--- src/rtl/serial_dac_front_pkg.sv ---
package serial_dac_front_pkg;
  localparam int unsigned CODE_W      = 12;
  localparam int unsigned SYNC_STAGES = 2;
  typedef logic [CODE_W-1:0] code_t;
endpackage

--- src/rtl/serial_dac_front_sync.sv ---
module serial_dac_front_sync #(
  parameter int unsigned      W      = 1,
  parameter int unsigned      STAGES = 2,
  parameter logic [W-1:0]     RST_V  = '0
) (
  input  logic         clk_i,
  input  logic         rst_ni,
  input  logic [W-1:0] d_i,
  output logic [W-1:0] q_o
);
  logic [STAGES-1:0][W-1:0] stg_q;

  always_ff @(posedge clk_i or negedge rst_ni) begin
    if (!rst_ni) begin
      for (int i = 0; i < STAGES; i++) stg_q[i] <= RST_V;
    end else begin
      stg_q[0] <= d_i;
      for (int i = 1; i < STAGES; i++) stg_q[i] <= stg_q[i-1];
    end
  end

  assign q_o = stg_q[STAGES-1];
endmodule

--- src/rtl/serial_dac_front_shift.sv ---
module serial_dac_front_shift #(
  parameter int unsigned CODE_W = 12
) (
  input  logic              clk_i,
  input  logic              rst_ni,
  input  logic              cs_n_s_i,
  input  logic              sclk_s_i,
  input  logic              sdin_s_i,
  output logic              step_o,
  output logic [CODE_W-1:0] shift_o
);
  logic              sclk_d_q;
  logic [CODE_W-1:0] shift_q;

  // qualified rising edge of the synchronized serial clock
  assign step_o = sclk_s_i & ~sclk_d_q & ~cs_n_s_i;

  always_ff @(posedge clk_i or negedge rst_ni) begin
    if (!rst_ni) begin
      sclk_d_q <= 1'b0;
      shift_q  <= '0;
    end else begin
      sclk_d_q <= sclk_s_i;
      if (step_o) shift_q <= {shift_q[CODE_W-2:0], sdin_s_i};
    end
  end

  assign shift_o = shift_q;
endmodule

--- src/rtl/serial_dac_front_outreg.sv ---
module serial_dac_front_outreg #(
  parameter int unsigned CODE_W = 12
) (
  input  logic              clk_i,
  input  logic              rst_ni,
  input  logic              clr_n_s_i,
  input  logic              ld_n_s_i,
  input  logic [CODE_W-1:0] shift_i,
  output logic [CODE_W-1:0] code_o
);
  logic [CODE_W-1:0] code_q;

  // clear wins over load; load level makes the register follow the shifter
  always_ff @(posedge clk_i or negedge rst_ni) begin
    if (!rst_ni)         code_q <= '0;
    else if (!clr_n_s_i) code_q <= '0;
    else if (!ld_n_s_i)  code_q <= shift_i;
  end

  assign code_o = code_q;
endmodule

--- src/rtl/serial_dac_front.sv ---
module serial_dac_front
  import serial_dac_front_pkg::*;
(
  input  logic              clk_i,
  input  logic              rst_ni,
  input  logic              cs_ni,
  input  logic              sclk_i,
  input  logic              sdin_i,
  input  logic              ld_ni,
  input  logic              clr_ni,
  output logic [CODE_W-1:0] code_o,
  output logic              viol_o
);
  localparam int unsigned PIN_N = 5;
  // pin order in the sync vector: {clr_n, ld_n, sdin, sclk, cs_n}
  localparam logic [PIN_N-1:0] PIN_RST = 5'b11001;

  logic [PIN_N-1:0] pins_s;
  logic  cs_n_s, sclk_s, sdin_s, ld_n_s, clr_n_s;
  logic  step;
  code_t shift_q;
  logic  viol_q;

  serial_dac_front_sync #(
    .W(PIN_N), .STAGES(SYNC_STAGES), .RST_V(PIN_RST)
  ) u_sync (
    .clk_i  (clk_i),
    .rst_ni (rst_ni),
    .d_i    ({clr_ni, ld_ni, sdin_i, sclk_i, cs_ni}),
    .q_o    (pins_s)
  );

  assign {clr_n_s, ld_n_s, sdin_s, sclk_s, cs_n_s} = pins_s;

  serial_dac_front_shift #(.CODE_W(CODE_W)) u_shift (
    .clk_i    (clk_i),
    .rst_ni   (rst_ni),
    .cs_n_s_i (cs_n_s),
    .sclk_s_i (sclk_s),
    .sdin_s_i (sdin_s),
    .step_o   (step),
    .shift_o  (shift_q)
  );

  serial_dac_front_outreg #(.CODE_W(CODE_W)) u_out (
    .clk_i     (clk_i),
    .rst_ni    (rst_ni),
    .clr_n_s_i (clr_n_s),
    .ld_n_s_i  (ld_n_s),
    .shift_i   (shift_q),
    .code_o    (code_o)
  );

  always_ff @(posedge clk_i or negedge rst_ni) begin
    if (!rst_ni)               viol_q <= 1'b0;
    else if (step && !ld_n_s)  viol_q <= 1'b1;
  end

  assign viol_o = viol_q;
endmodule

--- config.mk ---
export PLATFORM = sky130hd
export DESIGN_NAME = serial_dac_front
export DESIGN_NICKNAME = d
export VERILOG_FILES = /design/src/rtl/serial_dac_front_pkg.sv /design/src/rtl/serial_dac_front_sync.sv /design/src/rtl/serial_dac_front_shift.sv /design/src/rtl/serial_dac_front_outreg.sv /design/src/rtl/serial_dac_front.sv
export SDC_FILE = /design/constraint.sdc
export NUM_CORES = 1
export LEC_CHECK = 0
export ABC_CLOCK_PERIOD_IN_PS = 1300
export BUFFER_PORTS_ARGS = -buffer_cell sky130_fd_sc_hd__buf_2
export CAP_MARGIN = 25
export CORE_ASPECT_RATIO = 0.8
export CORE_MARGIN = 4
export CORE_UTILIZATION = 51
export CTS_BUF_LIST = sky130_fd_sc_hd__clkbuf_2 sky130_fd_sc_hd__clkbuf_4 sky130_fd_sc_hd__clkbuf_8
export CTS_CLUSTER_SIZE = 24
export DETAILED_ROUTE_END_ITERATION = 8
export HOLD_SLACK_MARGIN = 0.12
export PLACE_DENSITY = 0.78
export SLEW_MARGIN = 30
export SYNTH_ARGS = -nofsm -noshare
export SYNTH_HDL_FRONTEND = slang
export SYNTH_SLANG_ARGS = --single-unit
--- constraint.sdc ---
create_clock -name clk_i -period 1.3 [get_ports clk_i]
set_input_delay 0 -clock clk_i [delete_from_list [all_inputs] [get_ports clk_i]]
set_output_delay 0 -clock clk_i [all_outputs]
set_load 0.01 [all_outputs]
# Yosys cells after proc, flatten, opt, wreduce, memory -nomap -nowiden
# Cells that the tools add are included.
# totals
out_inout_bits	13
inputBits	7
word_cells	15
ff_bits	36
# op_classes
n_bitwise	4
n_mux	2
n_reduce_logical	2
eq_ne	1
# ops
op	count
12-bit 2-to-1 mux	2
1-bit bitwise AND	2
2-bit inequality test (second input constant)	1
1-bit inverter	2
1-bit logical AND	1
1-bit logical NOT	1

# Longest topological paths before layout
# logic_depth
word_depth	4
ltp_mapped	4
mapped_depth_nobuf	2

# Hierarchy
# A second synthesis with hierarchy kept.
# unflattened
hier_cells	83
hier_area_um2	1332.5
# modules_own_cells
module	instances	cells_per_inst	area_each_um2	seq_area_each_um2
serial_dac_front_outreg	1	38	510.5	300.3
serial_dac_front_shift	1	27	490.5	325.3
serial_dac_front_sync	1	15	295.3	257.7
serial_dac_front	1	3	36.3	25.0

# Worst setup path before layout
# No wires, ideal clock.
# synth_timing
path_type	register -> register
start	register u_shift.sclk_d_q
end	register u_shift.shift_q[0] (netlist: u_shift.shift_o[0])
path_stages_with_launch	4
arrival_time_ns	1.127
setup_ns	0.125
path_buffers	1
synth_period_minus_slack_ns	1.251
path_slack_ns	0.049
required_ns	1.175
path_cell_list	dfrtp_1 -> nor3b_4 -> buf_6 -> mux2_2
# synth_via
elab_chain_cells	3
# synth_rtl
element	line_no	text
start, declared	serial_dac_front_shift.sv:12	logic sclk_d_q;
start signal, assigned	serial_dac_front_shift.sv:23	sclk_d_q <= sclk_s_i;
1-bit inverter	serial_dac_front_shift.sv:16	assign step_o = sclk_s_i & ~sclk_d_q & ~cs_n_s_i;
1-bit bitwise AND (2 in a row)	serial_dac_front_shift.sv:16	
end signal, assigned	serial_dac_front_shift.sv:24	if (step_o) shift_q <= {shift_q[CODE_W-2:0], sdin_s_i};
end, declared	serial_dac_front_shift.sv:13	logic [CODE_W-1:0] shift_q;
# Every way passes these cells.
# A chain may end at the register's enable or synchronous reset.

# Final worst setup path
# Ends and elaborated chain as after synthesis.

==> results.md <==
* DRC at 0
* Height of the die at 53.1 um
* Synth unique cells at 12
* Final worst path period need at 1.25 ns
* IO buf count at 19
* Syn Nets at 86
* Most frequent cells in the layout: dfrtp_1, buf_2, mux2_2, mux2i_1, nor2b_1
* RD Place Congestion at 0.666
* Pwr Density at 1620 nW/um2
* RSZ-0062 raised after global routing: no
* Tcrit/Tclk final at 96.1%
* Die area at 3420 um2
* Synth-to-layout area growth at 21.6%
* Worst Tran Pin Value at 0.435 ns
* Synth top area cells: dfrtp_1, dfstp_2, mux2_2
* Max Fclk at 801 MHz
* Via count at 695
* Final net count at 116
* Initial antenna violation count at 0
* Worst Path Required at 1.52 ns
* GRT Total Usage at 14.4%
* Ys Warns at 0
* Final Non-Filler Cells at 146
* Reg2reg setup slack at 0.05 ns
* Setup TNS at 0 ns
* Crit path DAT at 1.47 ns
* Crit path max fanout at 13
* H-tree depth at 2
* Worst Setup End Kind: register
* Post-DP HPWL at 1320 um
* Routed Antenna Nets at 0
* Clock tree root driver cell: clkbuf_4
* Worst min path class: in -> async
* Drt pass-1 iters at 2
* Clock-pin slew on the worst setup and hold paths at 0.11 ns
* Final core occ at 64.6%
* Final-report setup violation count at 0
* Synth Cell Area at 1300 um2
* Avg Synthesized Cell Area at 16.4 um2
* Peak VDD IR at 0.998 mV
* PostCTS Resize Cnt at 0
* # rows at 16
* Worst rel slew slack at 71.0%
* Syn Inst Count at 79
* Sequential area share after synthesis at 70.0%
* Core Area at 2440 um2
* TritonCTS clock tree: built
* Total Wirelength at 2010 um
* Diodes inserted at 0
* Post-synth top area share at 57.9%
* Cell taking the most area after synthesis: dfrtp_1
* Starting density of the core at 53.1%
* Flops & latches, synth at 36
* Longest Clk Path Bufs at 2
* Routed length per instance at 13.8 um
* Final max-slew violation count at 0
* R2r worst-path depth at 3
* Global route overflow at 0
* Most common library cell in the layout ignoring fill and taps: dfrtp_1
* Final hold vios at 0
* Largest net degree at the start of global routing at 37
* Crit path to: u_shift.shift_o[0]
* CP startpoint: u_shift.sclk_d_q
* I/O Pins at 20
* Leakage at 0.778 nW
* R2R Path End: u_shift.shift_o[0]
* Total CTS buffers at 5
* Via/cell ratio at 4.76
* Startpoint Class: register
* Hold Slack at 0.215 ns
* Post-CTS Setup Inserts at 0
* First-pass GRT wire length at 3420 um
* Vias in the first global route at 720
* Clk sink count at 36
* Clock latency on the worst-skew pair at 0.33 ns
* DRT iter0 DRCs at 10
* Dpl cells at 132
* Post-Route Skew at 0.0156 ns
* WS Path Type: reg -> reg
* Max-cap violations at 0
* Die width at 64.4 um
* Status: complete, no violations
* Critical R2R Launch: u_shift.sclk_d_q
* Share of cells above drive strength 1 at 44.5%
[layer usage]
layer	GRT usage [%]	vias up	share of wire, %
met4	5.26	0	0.50
met2	22.1	16	48
li1	-	323	-
met5	0	-	0
met1	17.9	354	46
met3	6.58	2	5.1
[flip-flops by register name, summed over array words and instances, names as in the netlist]
register	cells
u_out.code_o	12
u_shift.sclk_d_q	1
viol_o	1
u_sync.q_o	5
u_sync.stg_q	5
u_shift.shift_o	12
[synthesized netlist by cell type (all sizes together)]
| cell type | instances |
|---|---|
| dfstp | 6 |
| mux2i | 12 |
| clkbuf | 1 |
| nor3b | 1 |
| buf | 3 |
| dfrtp | 30 |
| mux2 | 12 |
| inv | 1 |
| nor2b | 12 |
| a21o | 1 |
[logic make-up (layout without fill, tap and decap cells)]
| logic type | Yosys count | after routing | share of synthesized area [%] |
|---|---|---|---|
| DFF | 36 | 36 | 70.0 |
| muxes | 24 | 24 | 19.7 |
| and+or+nand+nor | 13 | 13 | 7.23 |
| buffers and inverters | 5 | 36 | 2.41 |
| AOI/OAI and AO/OA | 1 | 1 | 0.675 |
[metrics by stage]
step	setup WS (ns)	area [um2]	total power, mW
final	0.0510	1580	2.55
after global routing	0.0147	1580	2.70
after CTS	0.0381	1580	2.58
after detailed placement	0.0512	1440	1.80
after global placement	0.0844	1440	1.77
after floorplan	0.0485	1300	1.65
[critical path, cell delays in order, from the launching register on]
cell     delay [ns]
dfrtp_1        0.41
nor3b_4        0.24
buf_12         0.17
mux2_2         0.34
[layout make-up]
type / count / area, um2
fill: 203 / 865
sequential: 36 / 908
timing repair buffer: 27 / 183
tap: 36 / 45.0
inverter: 1 / 3.75
clock inverter: 2 / 35.0
clock buffer: 6 / 45.0
multi-input combinational: 38 / 358
[how the worst min path moves through the flow]
stage           start              end  depth (start not counted)
2_1_floorplan  rst_ni  u_out.code_o[0]                          0
3_5_place_dp   rst_ni  u_out.code_o[3]                          2
5_1_grt        rst_ni  u_out.code_o[3]                          3
3_3_place_gp   rst_ni  u_out.code_o[3]                          2
4_1_cts        rst_ni  u_out.code_o[3]                          3
6_report       rst_ni  u_out.code_o[3]                          3
[repair_timing]
action / in CTS / in global routing
hold buffers: 6 / 0
endpoints found under the setup margin: 0 / 0
hold endpoints to repair: 41 / 0
[report_power, final]
part	switching, mW	internal [mW]
clock	0.353	0.424
combinational	0.133	0.204
sequential	0.132	1.31
total	0.618	1.94
Power figures use the tool's default switching activity.
